===== config.mk =====
export PLATFORM = sky130hd
export DESIGN_NAME = ext_irq_ctrl
export DESIGN_NICKNAME = d
export VERILOG_FILES = /design/src/rtl/exti_pkg.sv /design/src/rtl/irq_edge_det.sv /design/src/rtl/irq_line_regs.sv /design/src/rtl/irq_route.sv /design/src/rtl/ext_irq_ctrl.sv
export SDC_FILE = /design/constraint.sdc
export NUM_CORES = 1
export LEC_CHECK = 0
export BUFFER_PORTS_ARGS = -buffer_cell sky130_fd_sc_hd__buf_2
export CORE_UTILIZATION = 24
export CTS_CLUSTER_DIAMETER = 50
export DETAILED_ROUTE_END_ITERATION = 6
export HOLD_SLACK_MARGIN = 0.1
export RECOVER_POWER = 100
export SYNTH_ARGS = -nofsm -noshare
export SYNTH_HDL_FRONTEND = slang
export SYNTH_SLANG_ARGS = --single-unit

===== constraint.sdc =====
create_clock -name clk -period 2.65 [get_ports clk]
set_clock_uncertainty 0.05 [all_clocks]
set_input_delay 0.53 -clock clk [delete_from_list [all_inputs] [get_ports clk]]
set_output_delay 0.53 -clock clk [all_outputs]
set_load 0.05 [all_outputs]

===== src/rtl/exti_pkg.sv =====
// Shared definitions for the interrupt line controller.
// Assumes byte addressing with word-aligned registers.
package exti_pkg;

    typedef enum logic [2:0] {
        SEL_MASK = 3'd0,
        SEL_EVT  = 3'd1,
        SEL_RISE = 3'd2,
        SEL_FALL = 3'd3,
        SEL_SWT  = 3'd4,
        SEL_PEND = 3'd5,
        SEL_NONE = 3'd7
    } reg_sel_e;

    // Request output that a given line folds onto.
    function automatic int line_irq(input int ln);
        if (ln < 5)       return ln;
        else if (ln < 10) return 5;
        else if (ln < 16) return 6;
        else              return ln - 9;
    endfunction

    // Number of request outputs needed for n lines.
    function automatic int irq_count(input int n);
        return line_irq(n - 1) + 1;
    endfunction

endpackage


===== src/rtl/irq_edge_det.sv =====
// Edge detector: keeps a registered copy of each line and flags selected
// rising or falling edges. Assumes the inputs are already synchronous.
module irq_edge_det #(
    parameter int NUM_LINES = 23
) (
    input  logic                 clk,
    input  logic                 rst_n,
    input  logic [NUM_LINES-1:0] line_in,
    input  logic [NUM_LINES-1:0] rise_sel,
    input  logic [NUM_LINES-1:0] fall_sel,
    output logic [NUM_LINES-1:0] hw_trig
);
    logic [NUM_LINES-1:0] line_q;

    // Holds the previous-cycle value of every line.
    always_ff @(posedge clk) begin
        if (!rst_n) line_q <= '0;
        else        line_q <= line_in;
    end

    // Fires on a selected transition against the stored copy.
    always_comb begin
        hw_trig = (line_in & ~line_q & rise_sel) | (~line_in & line_q & fall_sel);
    end

    AST_TRIG_NEEDS_CHANGE: assert property (@(posedge clk) disable iff (!rst_n)
        ((hw_trig & ~(line_in ^ line_q)) == '0));
endmodule


===== src/rtl/irq_line_regs.sv =====
// Per-line register bank: mask, edge selects, software trigger and pending.
// Set of pending wins over any clear in the same cycle.
module irq_line_regs
    import exti_pkg::*;
#(
    parameter int NUM_LINES = 23
) (
    input  logic                 clk,
    input  logic                 rst_n,
    input  logic                 wr_en,
    input  reg_sel_e             sel,
    input  logic [NUM_LINES-1:0] wr_bits,
    input  logic [NUM_LINES-1:0] hw_trig,
    output logic [NUM_LINES-1:0] mask_q,
    output logic [NUM_LINES-1:0] rise_q,
    output logic [NUM_LINES-1:0] fall_q,
    output logic [NUM_LINES-1:0] swt_q,
    output logic [NUM_LINES-1:0] pend_q
);
    logic [NUM_LINES-1:0] sw_fire, set_p, clr_p, pend_d, swt_d, pend_fall;

    // Next-state computation for pending and software trigger.
    always_comb begin
        sw_fire = (wr_en && sel == SEL_SWT) ? (wr_bits & ~swt_q) : '0;
        set_p   = (hw_trig | sw_fire) & mask_q;
        clr_p   = '0;
        if (wr_en && sel == SEL_PEND) clr_p = wr_bits;
        if (wr_en && sel == SEL_RISE) clr_p = wr_bits ^ rise_q;
        if (wr_en && sel == SEL_FALL) clr_p = wr_bits ^ fall_q;
        pend_d    = set_p | (pend_q & ~clr_p);
        pend_fall = pend_q & ~pend_d;
        swt_d     = (swt_q | sw_fire) & ~pend_fall;
    end

    // Configuration registers written directly.
    always_ff @(posedge clk) begin
        if (!rst_n) begin
            mask_q <= '0;
            rise_q <= '0;
            fall_q <= '0;
        end else if (wr_en) begin
            if (sel == SEL_MASK) mask_q <= wr_bits;
            if (sel == SEL_RISE) rise_q <= wr_bits;
            if (sel == SEL_FALL) fall_q <= wr_bits;
        end
    end

    // Status registers updated every cycle.
    always_ff @(posedge clk) begin
        if (!rst_n) begin
            pend_q <= '0;
            swt_q  <= '0;
        end else begin
            pend_q <= pend_d;
            swt_q  <= swt_d;
        end
    end

    AST_SWT_CLEARED_WITH_PEND: assert property (@(posedge clk) disable iff (!rst_n)
        1'b1 |=> (((($past(pend_q) & ~pend_q) & swt_q)) == '0));
    AST_MASK_GATES_SET: assert property (@(posedge clk) disable iff (!rst_n)
        1'b1 |=> (((~$past(pend_q) & pend_q & ~$past(mask_q))) == '0));
    AST_SEL_CHANGE_CLEARS: assert property (@(posedge clk) disable iff (!rst_n)
        (wr_en && sel == SEL_RISE) |=>
        (((($past(wr_bits) ^ $past(rise_q)) & ~$past(hw_trig) & pend_q)) == '0));
    AST_EVT_NO_EFFECT: assert property (@(posedge clk) disable iff (!rst_n)
        (wr_en && sel == SEL_EVT) |=>
        ($stable(mask_q) && $stable(rise_q) && $stable(fall_q)));
endmodule


===== src/rtl/irq_route.sv =====
// Folds pending lines onto request outputs using the fixed line map.
// Purely combinational.
module irq_route
    import exti_pkg::*;
#(
    parameter int NUM_LINES = 23,
    parameter int NUM_IRQ   = irq_count(NUM_LINES)
) (
    input  logic                 clk,
    input  logic                 rst_n,
    input  logic [NUM_LINES-1:0] pend,
    output logic [NUM_IRQ-1:0]   irq
);
    for (genvar k = 0; k < NUM_IRQ; k++) begin : g_irq
        logic [NUM_LINES-1:0] hit;
        // Selects the pending lines that belong to output k.
        always_comb begin
            for (int i = 0; i < NUM_LINES; i++)
                hit[i] = pend[i] && (line_irq(i) == k);
        end
        assign irq[k] = |hit;
    end

    AST_IRQ_IDLE: assert property (@(posedge clk) disable iff (!rst_n)
        (pend == '0) |-> (irq == '0));
    AST_IRQ_COUNT: assert property (@(posedge clk) disable iff (!rst_n)
        ($countones(irq) <= $countones(pend)));
endmodule


===== src/rtl/ext_irq_ctrl.sv =====
// Top of the interrupt line controller: address decode, read mux and the
// three sub-blocks. Assumes line inputs are synchronous to clk.
module ext_irq_ctrl
    import exti_pkg::*;
#(
    parameter int NUM_LINES = 23,
    parameter int ADDR_W    = 8,
    parameter int NUM_IRQ   = irq_count(NUM_LINES)
) (
    input  logic                 clk,
    input  logic                 rst_n,
    input  logic                 wr_en,
    input  logic [ADDR_W-1:0]    addr,
    input  logic [31:0]          wdata,
    output logic [31:0]          rdata,
    input  logic [NUM_LINES-1:0] line_in,
    output logic [NUM_IRQ-1:0]   irq_out
);
    localparam int PAD = 32 - NUM_LINES;

    reg_sel_e             sel;
    logic [NUM_LINES-1:0] hw_trig, mask_q, rise_q, fall_q, swt_q, pend_q, rd_bits;

    // Decodes the word address into a register select.
    always_comb begin
        sel = SEL_NONE;
        if (addr[1:0] == 2'b00 && addr[ADDR_W-1:5] == '0 && addr[4:2] <= 3'd5)
            sel = reg_sel_e'(addr[4:2]);
    end

    // Read mux; the event mask holds no state and reads 0.
    always_comb begin
        case (sel)
            SEL_MASK: rd_bits = mask_q;
            SEL_RISE: rd_bits = rise_q;
            SEL_FALL: rd_bits = fall_q;
            SEL_SWT:  rd_bits = swt_q;
            SEL_PEND: rd_bits = pend_q;
            default:  rd_bits = '0;
        endcase
        rdata = {{PAD{1'b0}}, rd_bits};
    end

    irq_edge_det #(.NUM_LINES(NUM_LINES)) u_edge (
        .clk(clk), .rst_n(rst_n), .line_in(line_in),
        .rise_sel(rise_q), .fall_sel(fall_q), .hw_trig(hw_trig));

    irq_line_regs #(.NUM_LINES(NUM_LINES)) u_regs (
        .clk(clk), .rst_n(rst_n), .wr_en(wr_en), .sel(sel),
        .wr_bits(wdata[NUM_LINES-1:0]), .hw_trig(hw_trig),
        .mask_q(mask_q), .rise_q(rise_q), .fall_q(fall_q),
        .swt_q(swt_q), .pend_q(pend_q));

    irq_route #(.NUM_LINES(NUM_LINES), .NUM_IRQ(NUM_IRQ)) u_route (
        .clk(clk), .rst_n(rst_n), .pend(pend_q), .irq(irq_out));

    AST_UPPER_ZERO: assert property (@(posedge clk) disable iff (!rst_n)
        (rdata[31:NUM_LINES] == '0));
    AST_RESET_QUIET: assert property (@(posedge clk)
        !rst_n |=> (irq_out == '0));
endmodule


==> results of run 1 <==
==> power by group <==
part / total (mW) / switching [mW] / internal [mW]
registers: 2.13 / 0.0190 / 2.11
logic: 0.435 / 0.286 / 0.149
clock network: 2.28 / 0.988 / 1.29
==> synthesized netlist by cell type (all sizes together), types with 2 or more instances <==
cell type	count	area (um^2)
nor2b	8	50.05
nand4	24	150.1
nand3	20	105.1
o211ai	10	75.07
o21ai	36	180.2
dfxtp	138	2763
mux2i	23	230.2
nor2	30	115.1
nand4b	5	43.79
a311oi	11	102.6
and2	24	150.1
nor3	7	40.04
clkbuf	59	221.5
xor2	17	148.9
nand2	185	694.4
a21boi	6	45.04
inv	8	30.03
and4	8	70.07
o22ai	17	106.4
o32ai	2	17.52
nor3b	4	35.03
and3	4	25.02
nand2b	5	31.28
buf	66	426.7
o221ai	11	96.34
o2111ai	15	131.4
a2bb2oi	22	192.7
a31oi	8	50.05
and3b	19	166.4
nor4	3	33.78
o41ai	2	17.52
nand3b	51	382.9
o21a	9	67.56
o31ai	12	110.1
a221o	22	220.2
nor4b	15	131.4
a21oi	81	405.4
a22oi	17	127.6
==> per-layer routing <==
layer / routed length, um / up-vias / part of all wire [%] / track usage (%)
met1: 12600 / 3929 / 44 / 21.80
met3: 2030 / 71 / 7.0 / 3.775
met2: 13490 / 333 / 47 / 27.04
met4: 771 / 10 / 2.7 / 7.008
met5: 59 / - / 0.20 / 0
li1: - / 3819 / - / -
==> what timing repair did <==
item / CTS / global route
buffers inserted: 3 / 3
cloned: 0 / 1
pin swaps: 2 / 6
setup endpoints to repair: 23 / 22
resized for setup: 26 / 8
==> flip-flops by register name (all words and copies together) (netlist names) <==
signal and cells:
u_regs.swt_q 23, u_regs.pend_q 23, u_regs.mask_q 23, u_regs.rise_q 23, u_regs.fall_q 23, u_edge.line_q 23
==> stage by stage <==
step | utilization, % | cells | setup TNS, ns | instance area [um^2] | setup slack (ns)
final | 29.92 | 1537 | -0.1338 | 9808 | -0.06564
after global routing | 29.92 | 1537 | -0.6603 | 9808 | -0.08787
after CTS | 29.94 | 1531 | -0.1549 | 9814 | -0.05796
after detailed placement | 27.85 | 1496 | -1.063 | 9129 | -0.1126
after global placement | 27.85 | 1496 | -0.7883 | 9129 | -0.08979
after floorplan | - | 1020 | -0.07064 | 8112 | -0.07064
==> layout make-up <==
type                    instances  share of cell area (%)
diodes                          2                 0.05103
clock buffers                  18                   4.376
clock inverters                14                   1.276
inverters                       8                  0.3062
multi-input cells             749                   47.72
flip-flops and latches        138                   28.17
well taps                     442                   5.638
repair buffers                166                   12.46
==> how the worst min path moves through the flow <==
stage / end / slack, ns / cells after the start
after floorplan: u_regs.mask_q[13] / 0.40 / 2
after global placement: u_regs.mask_q[14] / 0.41 / 2
after detailed placement: u_regs.mask_q[13] / 0.42 / 2
after CTS: u_edge.line_q[1] / 0.25 / 2
after global routing: u_edge.line_q[22] / 0.27 / 2
final: u_edge.line_q[11] / 0.27 / 2
==> cells by family (layout without fill, tap and decap cells) <==
logic type             Yosys count  in the layout  synth area share [%]
AND/OR/NAND/NOR                417            417                 28.22
other                            1             11               0.04652
multiplexers                    23             23                 2.856
flip-flops                     138            138                 34.27
AO/OA/AOI/OAI                  283            283                 24.35
buffers and inverters          133            206                 8.412
XOR/XNOR                        17             17                 1.847
==> summary.md, run 1 <==
| Metric | Value |
|---|---|
| Fill cell total of the finished layout | between 3000 and 4000 |
| Critical path capture point type | primary output |
| Max-slew violation count | 0 |
| Critical Path Most Common Cell | sky130_fd_sc_hd__buf_12 |
| Dominant delay contributor by cell family on the critical path | simple AND/OR/NAND/NOR gates |
| RSZ-0062 raised after global routing | true |
| Sink Count | approximately 140 |
| GRT overflow | 0 |
| Register area share after synthesis | 34.27% |
| Final nets | 1146 |
| Library cells used by synthesis | 58 |
| Number of instances in the synthesized netlist | between 1000 and 1500 |
| Sequential cell area | between 0.002 and 0.003 mm^2 |
| Transition time at the pin with the least slew margin | around 1.3 ns |
| Synthesis-to-finish area growth | 21.67% |
| Routed length per instance | ~19 um |
| Critical path data required time | a little over 2 ns |
| Most common cell after layout, fill and taps aside | sky130_fd_sc_hd__nand2_1 |
| Highest clock frequency the design can meet | 368.2 MHz |
| CTS tree | built |
| Critical-path cell list | buf_6 -> or4_4 -> nor3_4 -> buf_4 -> buf_12 -> a221o_1 -> buf_12 |
| Cell with the biggest individual delay on the critical path | sky130_fd_sc_hd__or4_4 |
| Root Buffer Master | sky130_fd_sc_hd__clkbuf_16 |
| Via density per instance | 5.310 |
| Site row count | 66 |
| Share of cells above drive strength 1 | around 18% |
| Core Box Area | 0.03278 mm^2 |
| Starting DRC count in detailed routing | roughly 710 |
| Hold wc startpoint | line_in[11] |
| Die Span Y | ~190 um |
| Number of failing hold endpoints at the final stage | 0 |
| Cts bufs inserted | 17 |
| Fraction of synthesis flops using an asynchronous set or reset pin | 0% |
| Final worst path period share | 102.5% |
| Wire length of the first global-routing pass | 44460 um |
| Startpoint of the worst setup timing path | addr[5] |
| Arrival time reported for the critical path endpoint | roughly 2.1 ns |
| Worst-Skew Late Latency | approximately 0.44 ns |
| Leading cell types in the layout, fill and taps excluded | 184 x sky130_fd_sc_hd__nand2_1, 138 x sky130_fd_sc_hd__dfxtp_1, 81 x sky130_fd_sc_hd__a21oi_1, 56 x sky130_fd_sc_hd__buf_4, 52 x sky130_fd_sc_hd__buf_2 |
| Largest net degree at the start of global routing | 35 |
| Final wirelength | slightly below 30000 um |
| Status | finished, violations left |
| Internal reg-to-reg setup slack | between 1 and 1.5 ns |
| Final Power | slightly below 5 mW |
| Maxcap violations | 0 |
| Count of antenna-violating nets left after detailed routing | 0 |
| Worst hold slack | 0.2697 ns |
| Maximum count of clock buffers along a single path | 2 |
| Syn Area/Cell | 7.966 um^2 |
| Number of buffer cells added on primary ports | 93 |
| Multi-input gate area | 0.004681 mm^2 |
| Endpoint of the lowest-slack register-to-register path | u_regs.swt_q[2] |
| Clock transition at path regs | approximately 0.060 ns |
| Synth Register Bits | 138 |
| Cell Area, Synth | between 0.008 and 0.009 mm^2 |
| Leading register cell type out of synthesis | sky130_fd_sc_hd__dfxtp_1 |
| DR vias | between 8000 and 9000 |
| Cells on worst reg2reg path | 4 |
| Antenna violations before repair | 7 |
| Number of I/O pins | about 110 |
| Violated checks | negative setup slack |
| Number of enable flip-flop cells after synthesis | 0 |
| Number of synthesis warnings | 0 |
| Vias in the first global route | between 7000 and 8000 |
| Starting density of the core | approximately a quarter |
| Die Area | 0.03433 mm^2 |
| Critical Path Start Type | primary input |
| Peak VDD IR | approximately 380 uV |
| DPL Wire Length | 19470 um |
| Horizontal extent of the die | roughly 190 um |
| Global-route usage over all layers | between 10% and 20% |
| Hold buffer count at CTS | 0 |
| CP Max Fanout | 8 |
| Capturing element of the worst setup path | rdata[14] |
| CP Class | primary input to primary output |
| Leak | roughly 3.3 nW |
| Number of buffers and inverters on the critical path | 4 |
| Final WS setup | -0.06564 ns |
| Worst slew slack as a fraction of its limit | approximately 16% |
| Slowest stage delay, CP | 0.59 ns |
| Number of remaining DRC errors | 0 |
| P per Cell Area | about 490 mW/mm^2 |
| Worst min-delay path class | primary input to register |
| Number of failing setup endpoints in the final timing report | 5 |
| Worst reg2reg path startpoint | u_regs.rise_q[2] |
| Final worst path period need | between 2 and 3 ns |
| Gp weighted congestion | 0.8338 |
| Number of cells on the critical path | 7 |
| H-tree lvl count | 4 |
| Pre-Repair DR Iteration Count | 7 |
Note: power is estimated with default switching activity, not from simulation.
==> run 2, diff against run 1 <==
CELL_PAD_IN_SITES_DETAIL_PLACEMENT = 1   (was unset)
CELL_PAD_IN_SITES_GLOBAL_PLACEMENT = 2   (was unset)
PLACE_DENSITY_LB_ADDON = 0.1   (was unset)
==> summary.md, run 2 (synthesis gave the netlist of run 1 again) <==
| Metric | Value |
|---|---|
| Clock transition at path regs | around 0.070 ns |
| Synthesis-to-finish area growth | 22.33% |
| Global-route usage over all layers | 20.48% |
| RSZ-0062 raised after global routing | true |
| Number of buffer cells added on primary ports | 93 |
| Sink Count | between 100 and 150 |
| Status | complete, no violations |
| Worst hold slack | roughly 0.27 ns |
| Cell area after layout | around 0.01 mm^2 |
| # diodes | 0 |
| Maximum count of clock buffers along a single path | 2 |
| Final worst path period need | between 2 and 3 ns |
| Worst-Skew Late Latency | around 0.44 ns |
| Number of I/O pins | 112 |
| Count of non-filler cells in the finished layout | 1532 |
| Number of remaining DRC errors | 0 |
| Starting density of the core | ~25% |
| H-tree lvl count | 4 |
| Count of antenna-violating nets left after detailed routing | 0 |
| Worst slew slack as a fraction of its limit | between 30% and 40% |
| Cts bufs inserted | 17 |
| Final nets | 1143 |
| Critical path capture point type | primary output |
| Transition time at the pin with the least slew margin | around 1.0 ns |
| Number of failing setup endpoints in the final timing report | 0 |
| Vias in the first global route | slightly above 8000 |
| Highest clock frequency the design can meet | roughly 380 MHz |
| Wire length of the first global-routing pass | 52030 um |
| Maxcap violations | 0 |
| Horizontal extent of the die | 185.3 um |
| Die Span Y | roughly 190 um |
| Largest net degree at the start of global routing | a little over 70 |
| Die Area | ~0.034 mm^2 |
| P per Cell Area | approximately 520 mW/mm^2 |
| Final worst path period share | between 90 and 100% |
| Via density per instance | ~5.2 |
| CP Max Fanout | 11 |
| Worst min-delay path class | primary input to register |
| Critical Path Start Type | primary input |
| Routed length per instance | 22.35 um |
| Arrival time reported for the critical path endpoint | roughly 2.1 ns |
| DR vias | between 7000 and 8000 |
| CTS tree | built |
| Leading cell types in the layout, fill and taps excluded | 184 x sky130_fd_sc_hd__nand2_1, 138 x sky130_fd_sc_hd__dfxtp_1, 81 x sky130_fd_sc_hd__a21oi_1, 64 x sky130_fd_sc_hd__buf_4, 55 x sky130_fd_sc_hd__buf_2 |
| Root Buffer Master | sky130_fd_sc_hd__clkbuf_16 |
| Number of failing hold endpoints at the final stage | 0 |
| Gp weighted congestion | 0.7714 |
| Core Box Area | 0.03278 mm^2 |
| Site row count | 66 |
| DPL Wire Length | between 20000 and 25000 um |
| CP Class | primary input to primary output |
| Share of cells above drive strength 1 | between 10% and 20% |
| Critical path data required time | about 2.1 ns |
| Most common cell after layout, fill and taps aside | sky130_fd_sc_hd__nand2_1 |
| Cell area after placement | slightly above 0.009 mm^2 |
| Max-slew violation count | 0 |
| Fill cell total of the finished layout | a little under 4000 |
| Peak VDD IR | around 410 uV |
| Pre-Repair DR Iteration Count | 6 |
| Starting DRC count in detailed routing | between 400 and 500 |
| GRT overflow | 0 |
| Leak | 3.331 nW |
| Total instance count after detailed placement | 1500 |
| Antenna violations before repair | 0 |
| Final wirelength | 34240 um |
[run 2: cell types whose count changed in the layout (fill, tap and decap cells not counted), sizes merged]
cell | before | now
diode | 2 | 0
clkinvlp | 3 | 2
bufinv | 1 | 3
clkbuf | 51 | 35
buf | 133 | 145
[run 2: final cells by class]
class                           instances  area (um^2)  share of cell area, %
Multi-Input combinational cell        749         4692                  47.58
Sequential cell                       138         2763                  28.01
Timing Repair Buffer                  163         1225                  12.42
Tap cell                              442        553.0                  5.608
Clock buffer                           17        425.4                  4.314
Clock inverter                         15        173.9                  1.764
Inverter                                8        30.03                 0.3045
[run 2: power breakdown]
group	switching [mW]	total [mW]	leakage [nW]	internal, mW
logic	0.311	0.470	1.92	0.159
registers	0.0202	2.13	1.12	2.11
clock network	1.05	2.53	0.293	1.48
[run 2: worst max-delay path, cell delays in order]
cell and delay (ns):
sky130_fd_sc_hd__buf_6 0.09, sky130_fd_sc_hd__or4_4 0.59, sky130_fd_sc_hd__nor3_4 0.21, sky130_fd_sc_hd__buf_6 0.23
sky130_fd_sc_hd__a221o_1 0.19, sky130_fd_sc_hd__buf_4 0.20
[run 2: worst paths after layout]
kind / endpoint / start / cells after the start / slack, ns
setup reg to reg: u_regs.swt_q[0] / u_regs.rise_q[0] / 4 / 1.26
hold / removal: u_edge.line_q[1] / line_in[1] / 2 / 0.27
setup / recovery: rdata[5] / addr[5] / 6 / 0.01
hold reg to reg: u_regs.mask_q[4] / u_regs.mask_q[4] / 2 / 0.44
[run 2: what timing repair did]
action | in CTS | in global routing
pin swaps | 0 | 0
hold buffers | 0 | 0
setup buffers | 0 | 0
endpoints found under the setup margin | 23 | 23
resized for setup | 27 | 14
hold endpoints to repair | 0 | 0
[run 2: through the flow]
stage          setup WS, ns  power, mW  setup TNS, ns  util (%)
4_1_cts           -0.007228      5.220       -0.01399     30.05
3_5_place_dp        -0.1001      2.645         -1.495     28.00
5_1_grt            -0.03871      5.317        -0.3675     30.08
2_1_floorplan      -0.07064      2.444       -0.07064         -
3_3_place_gp       -0.09779      2.645         -1.299     28.00
6_report            0.01451      5.124              0     30.08
[run 2: routing by layer]
layer	GRT usage (%)	wire length [um]	vias to the layer above
met5	0	0	-
met4	5.554	507	0
met3	2.989	938	29
met2	33.08	15700	140
met1	28.14	17090	3987
li1	-	-	3809
